$ cat src/rtl/flash_lock_pkg.sv
package flash_lock_pkg;
  typedef logic [1:0] lock_t;
  localparam lock_t LOCK_NONE = 2'b11;

  typedef enum logic [1:0] {REG_NONE = 2'd0, REG_APP = 2'd1, REG_TBL = 2'd2} region_e;

  function automatic logic wr_blocked(lock_t l);
    return ~l[0];
  endfunction

  function automatic logic rd_blocked(lock_t l);
    return ~l[1];
  endfunction
endpackage

$ cat src/rtl/flash_lock_field.sv
module flash_lock_field
  import flash_lock_pkg::*;
(
  input  logic  clk_i,
  input  logic  rst_ni,
  input  logic  wr_i,
  input  lock_t wdata_i,
  input  logic  erase_i,
  output lock_t q_o
);
  lock_t q;
  always_ff @(posedge clk_i or negedge rst_ni) begin
    if (!rst_ni)      q <= LOCK_NONE;
    else if (erase_i) q <= LOCK_NONE;
    else if (wr_i)    q <= q & wdata_i;  // tighten only
  end
  assign q_o = q;
endmodule

$ cat src/rtl/flash_region_decode.sv
module flash_region_decode
  import flash_lock_pkg::*;
#(
  parameter int unsigned ADDR_W = 12,
  parameter logic [ADDR_W-1:0] APP_LO = 12'h040,
  parameter logic [ADDR_W-1:0] TBL_LO = 12'hA00,
  parameter logic [ADDR_W-1:0] TBL_HI = 12'hC00
) (
  input  logic [ADDR_W-1:0] addr_i,
  output region_e           region_o
);
  always_comb begin
    if (addr_i >= TBL_LO && addr_i < TBL_HI)      region_o = REG_TBL;
    else if (addr_i >= APP_LO && addr_i < TBL_LO) region_o = REG_APP;
    else                                          region_o = REG_NONE;
  end
endmodule

$ cat src/rtl/flash_access_check.sv
module flash_access_check
  import flash_lock_pkg::*;
(
  input  logic    valid_i,
  input  logic    write_i,
  input  logic    from_boot_i,
  input  region_e region_i,
  input  lock_t   app_lock_i,
  input  lock_t   tbl_lock_i,
  output logic    grant_o,
  output logic    deny_o
);
  lock_t sel;
  logic  refuse;
  always_comb begin
    unique case (region_i)
      REG_APP: sel = app_lock_i;
      REG_TBL: sel = tbl_lock_i;
      default: sel = LOCK_NONE;
    endcase
    refuse = write_i ? wr_blocked(sel) : (from_boot_i & rd_blocked(sel));
  end
  assign grant_o = valid_i & ~refuse;
  assign deny_o  = valid_i &  refuse;
endmodule

$ cat src/rtl/flash_lock_unit.sv
module flash_lock_unit
  import flash_lock_pkg::*;
#(
  parameter int unsigned ADDR_W = 12,
  parameter logic [ADDR_W-1:0] APP_LO = 12'h040,
  parameter logic [ADDR_W-1:0] TBL_LO = 12'hA00,
  parameter logic [ADDR_W-1:0] TBL_HI = 12'hC00
) (
  input  logic              clk_i,
  input  logic              rst_ni,
  input  logic              lock_wr_i,
  input  logic [3:0]        lock_wdata_i,
  input  logic              erase_i,
  input  logic              acc_valid_i,
  input  logic              acc_write_i,
  input  logic [ADDR_W-1:0] acc_addr_i,
  input  logic              from_boot_i,
  input  logic              ivec_in_boot_i,
  input  logic              exec_in_app_i,
  output logic              grant_o,
  output logic              deny_o,
  output logic              irq_suppress_o,
  output logic [1:0]        app_lock_o,
  output logic [1:0]        tbl_lock_o
);
  localparam int unsigned NFIELD = 2;

  lock_t   field_q [NFIELD];
  region_e region;

  // field 0: application, field 1: table
  for (genvar g = 0; g < NFIELD; g++) begin : g_field
    flash_lock_field i_field (
      .clk_i   (clk_i),
      .rst_ni  (rst_ni),
      .wr_i    (lock_wr_i),
      .wdata_i (lock_wdata_i[2*g +: 2]),
      .erase_i (erase_i),
      .q_o     (field_q[g])
    );
  end

  flash_region_decode #(
    .ADDR_W (ADDR_W), .APP_LO (APP_LO), .TBL_LO (TBL_LO), .TBL_HI (TBL_HI)
  ) i_decode (
    .addr_i   (acc_addr_i),
    .region_o (region)
  );

  flash_access_check i_check (
    .valid_i     (acc_valid_i),
    .write_i     (acc_write_i),
    .from_boot_i (from_boot_i),
    .region_i    (region),
    .app_lock_i  (field_q[0]),
    .tbl_lock_i  (field_q[1]),
    .grant_o     (grant_o),
    .deny_o      (deny_o)
  );

  assign irq_suppress_o = ivec_in_boot_i & exec_in_app_i &
                          (rd_blocked(field_q[0]) | rd_blocked(field_q[1]));
  assign app_lock_o = field_q[0];
  assign tbl_lock_o = field_q[1];
endmodule

$ cat config.mk
export PLATFORM = sky130hd
export DESIGN_NAME = flash_lock_unit
export DESIGN_NICKNAME = d
export VERILOG_FILES = /design/src/rtl/flash_lock_pkg.sv /design/src/rtl/flash_lock_field.sv /design/src/rtl/flash_region_decode.sv /design/src/rtl/flash_access_check.sv /design/src/rtl/flash_lock_unit.sv
export SDC_FILE = /design/constraint.sdc
export NUM_CORES = 1
export LEC_CHECK = 0
export ABC_AREA = 1
export CORE_AREA = 2 2 39 41
export CTS_BUF_LIST = sky130_fd_sc_hd__clkbuf_8
export CTS_CLUSTER_DIAMETER = 100
export DETAILED_ROUTE_END_ITERATION = 8
export DIE_AREA = 0 0 41 43
export GPL_TIMING_DRIVEN = 0
export MAX_ROUTING_LAYER = met4
export PLACE_DENSITY = 0.72
export SLEW_MARGIN = 20
export SYNTH_ARGS = -nofsm -noshare
export SYNTH_HDL_FRONTEND = slang
export SYNTH_SLANG_ARGS = --single-unit
export TNS_END_PERCENT = 10
$ cat constraint.sdc
create_clock -name clk_i -period 1.3 [get_ports clk_i]
set_clock_uncertainty 0.1 [all_clocks]
set_input_delay 0.195 -clock clk_i [delete_from_list [all_inputs] [get_ports clk_i]]
set_output_delay 0.195 -clock clk_i [all_outputs]
set_load 0.05 [all_outputs]
==> flow_summary_export.csv <==
group,metric,value,unit
floorplan,core_area,1380,µm²
clock_tree,htreeDepth,1,
timing,max_freq,602,MHz
floorplan,fp.dieArea,1760,µm²
timing,period_minus_slack,1660,ps
clock_tree,clock_latency,210,ps
placed_design,dp_hpwl,645,µm
grt,grt_util_all_layers,0.108,
routing,drtAntennaViolNets,0,
timing,rsz0062_at_grt,"yes",
clock_tree,cts.reportedPaths.clkPinSlew,30,ps
floorplan,start_util,0.196,
run_status,status,"complete, but fails checks",
final_layout,layout-drive-gt1-share,0.400,
final_layout,final_cell_mix,"clkdlybuf4s50_1 (15), nand2_1 (10), inv_1 (8)",
critical_path,r2r_start,"g_field[1].i_field.q_o[1]",
routing,drtIter0Drc,3,
logic_synthesis,avgSynthCellArea,6.31,µm²
critical_path,critPathMaxFanout,3,
placed_design,portBuffers,25,
pwr,vdd_drop_max,0.786,mV
min_path,worst_hold_path_type,"primary input to asynchronous set/reset pin",
logic_synthesis,ys_types,10,
timing,finalSetupViolations,3,
final_layout,syn2layout_area_growth,151,%
critical_path,end_kind,"primary output",
floorplan,io_pins,32,
routing,drc,0,
routing,routed_via_density,4.00,
critical_path,worst-setup-path-type,"flip-flop to primary output",
critical_path,worstPathArrival,1370,ps
critical_path,cp-start-kind,"flip-flop",
final_layout,fill_cells,139,
clock_tree,numCtsBuffers,3,
clock_tree,cts_sinks,4,
grt,grt_max_degree,5,
routing,post_drt_wl_per_cell,8.77,µm
clock_tree,clock_path_buffers,2,
floorplan,die_width,41,µm
clock_tree,root_buffer,"clkbuf_8",
logic_synthesis,synth_cells,43,
logic_synthesis,yosys_warnings,0,
timing,maxSlewHeadroom,0.878,
timing,fin_crit_sh,1.28,
timing,drv_slew,0,
timing,hold_violations,0,
floorplan,die_y,43,µm
critical_path,startpoint,"g_field[1].i_field.q_o[1]",
timing,tightest_slew,184,ps
routing,totalWireLength,798,µm
final_layout,fin_util,0.492,
final_layout,finalNonFillerCells,91,
grt,grt_pass1_wl,1.29,mm
grt,grt_pass1_vias,338,
logic_synthesis,synth_area,272,µm²
run_status,violations,"negative setup slack",
routing,vias,364,
final_layout,layout_commonest_cell,"clkdlybuf4s50_1",
floorplan,rows,14,
pwr,total_power,0.625,mW
placed_design,place_inst,84,
pwr,p_per_area,919,nW/µm²
final_layout,n_antenna_cell,0,
routing,first_pass_iters,2,
clock_tree,cts_tree,"yes",
grt,antenna_found_initial,0,
clock_tree,cts_hold_buf,0,
logic_synthesis,synth_seq_area_share,0.387,
final_layout,regArea,105,µm²
final_layout,multi_input_area,184,µm²
logic_synthesis,ys_seq_elements,4,
critical_path,cp.required,1000,ps
final_layout,layout.nets,102,
pwr,leakagePower,0.330,nW
grt,gr-total-overflow,0,
placed_design,gp_congestion,0.633,
final_layout,largest_reg_flops,4,
logic_synthesis,syn_nets,68,
flow_run,drv_cap,0,
timing,setup_slack,-360,ps
## cells in the mapped netlist
| library cell | number | share of area |
|---|---|---|
| nor2_2 | 2 | 0.046 |
| a21oi_1 | 2 | 0.037 |
| inv_1 | 9 | 0.12 |
| or2_1 | 1 | 0.023 |
| nand2_1 | 15 | 0.21 |
| nand3_1 | 2 | 0.037 |
| nor2_1 | 3 | 0.041 |
| dfstp_2 | 4 | 0.39 |
| o21ai_0 | 4 | 0.074 |
| or2_0 | 1 | 0.023 |
## worst max-delay path, stage by stage (launching register included)
cell,delay [ps]
dfstp_2,530
inv_2,40
nand2_2,50
nand3_2,70
nand2_2,90
nand2_4,60
a21oi_4,140
buf_6,170
## final timing paths
path                                        endpoint  slack [ps]  depth (start not counted)
min                        g_field[1].i_field.q_o[0]         290                          1
max                                          grant_o        -360                          7
min in group clk_i         g_field[0].i_field.q_o[1]         420                          2
max in group asynchronous  g_field[0].i_field.q_o[1]         780                          1
max reg2reg                g_field[1].i_field.q_o[1]         360                          3
min reg2reg                g_field[0].i_field.q_o[1]         420                          2
## routing by layer
layer	track usage	vias to the layer above	share of wire
met5	-	-	0
met4	0.0400	0	0.016
met3	0.0314	2	0.059
met2	0.175	12	0.55
met1	0.121	157	0.37
li1	-	193	-
## where the power goes
part	total, mW	internal (mW)	switching, mW
registers	0.146	0.140	0.00563
clock network	0.257	0.197	0.0599
logic	0.223	0.110	0.113
## through the flow
| step | hold WS (ps) | setup WS (ps) | area, µm² | setup TNS, ps |
|---|---|---|---|---|
| finish | 292 | -360 | 681 | -768 |
| global route | 320 | -434 | 681 | -973 |
| CTS | 299 | -375 | 606 | -1020 |
| detailed placement | 376 | -1070 | 563 | -3960 |
| global placement | 377 | -1060 | 563 | -3900 |
| floorplan | -52.8 | -307 | 293 | -757 |
## area by class of cell
cell class | instances | share of cell area
Clock buffer | 3 | 0.0607
Inverter | 9 | 0.0496
Multi-Input combinational cell | 30 | 0.270
Sequential cell | 4 | 0.154
Tap cell | 16 | 0.0294
Timing Repair Buffer | 29 | 0.436
## what timing repair did
item | CTS | global route
endpoints found under the hold margin | 0 | 0
setup endpoints to repair | 7 | 4
buffers inserted | 0 | 4
gates resized for setup | 46 | 18
pin swaps | 2 | 4
## logic make-up after synthesis
family,Yosys count,synth area share
simple gates,24,0.378
buf+inv,9,0.124
compound gates,6,0.111
flops,4,0.387
Power figures use the tool's default switching activity.
